### config.mk
export PLATFORM = sky130hd
export DESIGN_NAME = sdram_timing_guard
export DESIGN_NICKNAME = d
export VERILOG_FILES = /design/src/rtl/sdram_guard_pkg.sv /design/src/rtl/page_timer.sv /design/src/rtl/refresh_guard.sv /design/src/rtl/read_beat_tracker.sv /design/src/rtl/sdram_timing_guard.sv
export SDC_FILE = /design/constraint.sdc
export NUM_CORES = 1
export LEC_CHECK = 0
export BUFFER_PORTS_ARGS = -buffer_cell sky130_fd_sc_hd__buf_2
export CORE_MARGIN = 4
export CORE_UTILIZATION = 35
export CTS_CLUSTER_SIZE = 16
export DETAILED_ROUTE_END_ITERATION = 16
export GPL_ROUTABILITY_DRIVEN = 1
export HOLD_SLACK_MARGIN = 0.08
export PLACE_DENSITY = 0.53
export SKIP_CTS_REPAIR_TIMING = 1
export SYNTH_ARGS = -nofsm -noshare
export SYNTH_HDL_FRONTEND = slang
export SYNTH_SLANG_ARGS = --single-unit
export TNS_END_PERCENT = 10
### constraint.sdc
create_clock -name clk -period 4.5 [get_ports clk]
set_input_delay 0.225 -clock clk [delete_from_list [all_inputs] [get_ports clk]]
set_output_delay 0.225 -clock clk [all_outputs]
set_load 0.1 [all_outputs]
### src/rtl/sdram_guard_pkg.sv
package sdram_guard_pkg;

    // Range of legal read latency codes
    localparam int unsigned LAT_CODE_MIN = 1;

    function automatic logic lat_code_legal(input int unsigned code, input int unsigned max_code);
        return (code >= LAT_CODE_MIN) && (code <= max_code);
    endfunction

endpackage

### src/rtl/page_timer.sv
module page_timer #(
    parameter int unsigned HI_W  = 2,
    parameter int unsigned MID_W = 4,
    parameter int unsigned LO_W  = 4
) (
    input  logic                  clk,
    input  logic                  rst_n,
    input  logic                  cmd_act,
    input  logic                  cmd_access,
    input  logic                  close_evt,
    input  logic [HI_W-1:0]       fld_hi,
    input  logic [MID_W-1:0]      fld_mid,
    input  logic [LO_W-1:0]       fld_lo,
    output logic                  close_req
);
    localparam int unsigned SPAN_W = HI_W + MID_W + LO_W;

    typedef struct packed {
        logic              open;
        logic              req;
        logic [SPAN_W-1:0] cnt;
    } pg_state_t;

    pg_state_t         pg_d, pg_q;
    logic [SPAN_W-1:0] span;

    assign span = {fld_hi, fld_mid, fld_lo};

    always_comb begin
        pg_d = pg_q;
        if (close_evt) begin
            pg_d = '0;
        end else if (cmd_act) begin
            pg_d.open = 1'b1;
            pg_d.req  = 1'b0;
            pg_d.cnt  = span;
        end else if (pg_q.open && !pg_q.req) begin
            if (cmd_access) begin
                pg_d.cnt = span;
            end else if (pg_q.cnt == '0) begin
                pg_d.req = 1'b1;
            end else begin
                pg_d.cnt = pg_q.cnt - 1'b1;
            end
        end
    end

    always_ff @(posedge clk) begin
        if (!rst_n) pg_q <= '0;
        else        pg_q <= pg_d;
    end

    assign close_req = pg_q.req;

    assert_req_held_R4: assert property (@(posedge clk) disable iff (!rst_n)
        (close_req && !close_evt) |=> close_req);
    assert_req_drop_R4: assert property (@(posedge clk) disable iff (!rst_n)
        close_evt |=> !close_req);
    assert_hit_defers_R3: assert property (@(posedge clk) disable iff (!rst_n)
        (pg_q.open && !pg_q.req && cmd_access && !close_evt && !cmd_act) |=> !close_req);
    assert_req_needs_page_R4: assert property (@(posedge clk) disable iff (!rst_n)
        (!pg_q.open && !cmd_act) |=> !close_req);

endmodule

### src/rtl/refresh_guard.sv
module refresh_guard #(
    parameter int unsigned REC_W = 4
) (
    input  logic             clk,
    input  logic             rst_n,
    input  logic             cmd_ref,
    input  logic [REC_W-1:0] rec_code,
    output logic             act_ok
);
    localparam int unsigned CNT_W = REC_W + 1;

    typedef struct packed {
        logic             ok;
        logic [CNT_W-1:0] cnt;
    } rg_state_t;

    rg_state_t        rg_d, rg_q;
    logic [CNT_W-1:0] load_val;

    // A zero code selects the longest recovery time
    assign load_val = (rec_code == '0) ? {1'b1, {REC_W{1'b0}}} : {1'b0, rec_code};

    always_comb begin
        rg_d = rg_q;
        if (cmd_ref) begin
            rg_d.cnt = load_val;
        end else if (rg_q.cnt != '0) begin
            rg_d.cnt = rg_q.cnt - 1'b1;
        end
        rg_d.ok = !cmd_ref && (rg_q.cnt == '0);
    end

    always_ff @(posedge clk) begin
        if (!rst_n) rg_q <= '{ok: 1'b1, cnt: '0};
        else        rg_q <= rg_d;
    end

    assign act_ok = rg_q.ok;

    assert_ref_blocks_R5: assert property (@(posedge clk) disable iff (!rst_n)
        cmd_ref |=> !act_ok);
    assert_count_blocks_R5: assert property (@(posedge clk) disable iff (!rst_n)
        (rg_q.cnt != '0) |=> !act_ok);
    assert_recovers_R6: assert property (@(posedge clk) disable iff (!rst_n)
        (rg_q.cnt == '0 && !cmd_ref) |=> act_ok);

endmodule

### src/rtl/read_beat_tracker.sv
module read_beat_tracker
    import sdram_guard_pkg::*;
#(
    parameter int unsigned LAT_W   = 4,
    parameter int unsigned LAT_MAX = 6
) (
    input  logic             clk,
    input  logic             rst_n,
    input  logic             cmd_rd,
    input  logic [LAT_W-1:0] lat_code,
    output logic             beat,
    output logic             bad_cfg
);
    typedef struct packed {
        logic               err;
        logic               fb;
        logic [LAT_MAX-1:0] pipe;
    } rt_state_t;

    rt_state_t rt_d, rt_q;
    logic      lat_ok;

    assign lat_ok = lat_code_legal(int'(lat_code), LAT_MAX);

    always_comb begin
        rt_d      = rt_q;
        rt_d.fb   = rt_q.pipe[0];
        rt_d.pipe = rt_q.pipe >> 1;
        if (cmd_rd) begin
            if (lat_ok) begin
                for (int i = 0; i < int'(LAT_MAX); i++) begin
                    if (int'(lat_code) == i + 1) rt_d.pipe[i] = 1'b1;
                end
            end else begin
                rt_d.err = 1'b1;
            end
        end
    end

    always_ff @(posedge clk) begin
        if (!rst_n) rt_q <= '0;
        else        rt_q <= rt_d;
    end

    assign beat    = rt_q.fb;
    assign bad_cfg = rt_q.err;

    assert_err_sticky_R9: assert property (@(posedge clk) disable iff (!rst_n)
        bad_cfg |=> bad_cfg);
    assert_bad_read_flags_R9: assert property (@(posedge clk) disable iff (!rst_n)
        (cmd_rd && !lat_ok) |=> bad_cfg);
    assert_beat_follows_slot_R7: assert property (@(posedge clk) disable iff (!rst_n)
        rt_q.pipe[0] |=> beat);
    assert_no_stray_beat_R8: assert property (@(posedge clk) disable iff (!rst_n)
        !rt_q.pipe[0] |=> !beat);

endmodule

### src/rtl/sdram_timing_guard.sv
module sdram_timing_guard #(
    parameter int unsigned HI_W    = 2,
    parameter int unsigned MID_W   = 4,
    parameter int unsigned LO_W    = 4,
    parameter int unsigned REC_W   = 4,
    parameter int unsigned LAT_W   = 4,
    parameter int unsigned LAT_MAX = 6
) (
    input  logic             clk,
    input  logic             rst_n,
    input  logic             cmd_act,
    input  logic             cmd_rd,
    input  logic             cmd_wr,
    input  logic             cmd_ref,
    input  logic             pre_done,
    input  logic [HI_W-1:0]  cfg_page_hi,
    input  logic [MID_W-1:0] cfg_page_mid,
    input  logic [LO_W-1:0]  cfg_page_lo,
    input  logic [REC_W-1:0] cfg_ref_rec,
    input  logic [LAT_W-1:0] cfg_rd_lat,
    output logic             pre_req,
    output logic             act_ok,
    output logic             first_beat,
    output logic             cfg_err
);
    logic page_access;
    logic page_close;

    assign page_access = cmd_rd | cmd_wr;
    assign page_close  = pre_done | cmd_ref;

    page_timer #(
        .HI_W (HI_W),
        .MID_W(MID_W),
        .LO_W (LO_W)
    ) u_page (
        .clk       (clk),
        .rst_n     (rst_n),
        .cmd_act   (cmd_act),
        .cmd_access(page_access),
        .close_evt (page_close),
        .fld_hi    (cfg_page_hi),
        .fld_mid   (cfg_page_mid),
        .fld_lo    (cfg_page_lo),
        .close_req (pre_req)
    );

    refresh_guard #(
        .REC_W(REC_W)
    ) u_ref (
        .clk     (clk),
        .rst_n   (rst_n),
        .cmd_ref (cmd_ref),
        .rec_code(cfg_ref_rec),
        .act_ok  (act_ok)
    );

    read_beat_tracker #(
        .LAT_W  (LAT_W),
        .LAT_MAX(LAT_MAX)
    ) u_rd (
        .clk     (clk),
        .rst_n   (rst_n),
        .cmd_rd  (cmd_rd),
        .lat_code(cfg_rd_lat),
        .beat    (first_beat),
        .bad_cfg (cfg_err)
    );

endmodule

==> out/results.ini <==
[run_status]
run_status = complete, no violations

[power_and_ir_drop]
powerDensity_nw_per_um2 = 321
leakage_nw = 0.622
p_total_uw = 505
peakVddDrop_v = 0.000131

[route]
detailroute.via_count = 1273
routed_via_density = 5.46
drc = 0
first_pass_iters = 4
first_iter_violations = 134
wire_per_inst_um = 13.6
ant_nets = 0
routed_wirelength_um = 3170

[placement]
place.gp.congestion = 0.878
pre_cts_ws_ps = 2420
io_buffers = 28
dp.cells = 229
dp_hpwl_um = 2420

[layout]
final_common_cell = buf_2
area_growth_pct = 15.7
final_cell_mix = buf_2, dfxtp_1, nor2_1
fin_util = 0.424
final_net_count = 213
instances_no_fill = 233
diodes = 0
post_route_cells_drive_above_1_share = 0.195

[sta]
maxSlewViolCount = 0
report.final.hold_viol_count = 0
max_freq_mhz = 477
fin_worst_skew_ps = 5.52
min_period_ps = 2100
worstMarginPinSlew_ps = 876
min_period_over_period = 0.466
slew-limit-headroom = 0.412
setup_viol = 0
setup_slack_ps = 2400
rsz0062_at_grt = no
finalSetupTns_ps = 0

[worst_hold_path]
hold_class = in2reg

[synthesis]
ys_ff_latch = 26
yosys_warnings = 0
synth_nets = 190
synth.top_cell.area_share = 0.383
yosysSeqAreaShare = 0.383
ys_async_sr_fraction = 0
synthFlopType = dfxtp_1
synth.avg_cell_area_um2 = 8.34
synth_edf_count = 0
yosysTopAreaCell = dfxtp_1
netlist_area_um2 = 1360
ys_types = 46
synthTopCellsByArea = dfxtp_1, o31ai_1, nor2_1
syn_inst = 163

[die]
die_y_um = 70.3
die_area_um2 = 4950
die_w_um = 70.3
start_util = 0.366
core_area_um2 = 3720
pin_count = 29
row_count = 22

[setup_path]
worstPathRequired_ps = 4640
start_kind = flip-flop
crit_type = reg2reg
crit_fanout = 7
end_kind = flip-flop
worstPathArrival_ps = 2240

[clock_tree]
path_clk_slew_ps = 90
insertion_delay_ps = 270
clk_path_buf_depth = 2
cts.sinks = 26
tritoncts.num_buffers = 3
clockRootBuffer = clkbuf_8
htree_levels = 1
cts_tree = yes

[job]
drv_cap = 0

[global_routing]
grt_max_degree = 18
grt_pass1_vias = 1262
antenna_found_initial = 0
grt_usage = 0.132
grt_pass1_wl_um = 5420
overflow = 0

==> cells by family (layout without fill, tap and decap cells) <==
family | Yosys count | after routing | share of synthesized area
AO/OA/AOI/OAI | 49 | 49 | 0.248
flip-flops | 26 | 26 | 0.383
adder cells (fa/ha/maj) | 2 | 2 | 0.0184
AND/OR/NAND/NOR | 62 | 62 | 0.261
multiplexers | 2 | 2 | 0.0147
buffers and inverters | 19 | 41 | 0.0552
XOR/XNOR | 3 | 3 | 0.0193
==> cells in the mapped netlist (3+ instances only) <==
cell	instances
and2_1	4
clkbuf_1	6
o211ai_1	3
dfxtp_1	26
nor4_1	3
o31ai_1	9
o21ai_0	7
o311ai_0	3
buf_2	3
nor2b_1	4
a21oi_1	6
a31oi_1	7
nor2_1	14
nand3_1	4
nand2_1	7
nor3_1	8
nand4_1	3
inv_1	9
==> metrics by stage <==
stage | area [um2] | hold slack (ps)
global placement | 1520 | 418
CTS | 1570 | 187
finish | 1570 | 194
floorplan | 1360 | 302
detailed placement | 1520 | 425
global route | 1570 | 209
==> area by class of cell <==
type / instances / area [um2]
clock buffers: 4 / 55.1
repair buffers: 28 / 140
inverters: 9 / 33.8
flip-flops and latches: 26 / 520
multi-input cells: 118 / 764
well taps: 48 / 60.1
fillers: 393 / 2140
==> report_power, final <==
part           switching (mW)  internal, mW
combinational          0.0648        0.0402
sequential            0.00793         0.240
clock                  0.0738        0.0782
==> flip-flops by register name, indices dropped and copies added (netlist names) <==
name              count
u_rd.rt_q             5
u_ref.act_ok          1
u_rd.beat             1
u_rd.bad_cfg          1
u_rd.rt_d             1
u_page.pg_q          11
u_page.close_req      1
u_ref.rg_q            5
==> routing by layer <==
layer / track usage / vias to the layer above / wire (um)
li1: - / 655 / -
met1: 0.170 / 589 / 1530
met2: 0.215 / 27 / 1470
met3: 0.0302 / 2 / 155
met4: 0.0447 / 0 / 19
met5: 0 / - / 0
==> critical path, stage by stage (launching register included) <==
cell	delay, ps
dfxtp_1	330
inv_1	80
ha_1	190
or4b_1	610
or4_4	560
nand2_2	120
a211oi_1	80
==> path summary, 6_finish.rpt <==
path	from	endpoint	slack [ps]	cells after the start
min	cfg_ref_rec[2]	u_ref.rg_q[2]	190	3
max reg2reg	u_page.pg_q[1]	u_page.pg_q[1]	2400	6
min reg2reg	u_rd.rt_q[5]	u_rd.rt_q[4]	440	2
max	u_page.pg_q[1]	u_page.pg_q[1]	2400	6
(Power assumes the default switching activity.)
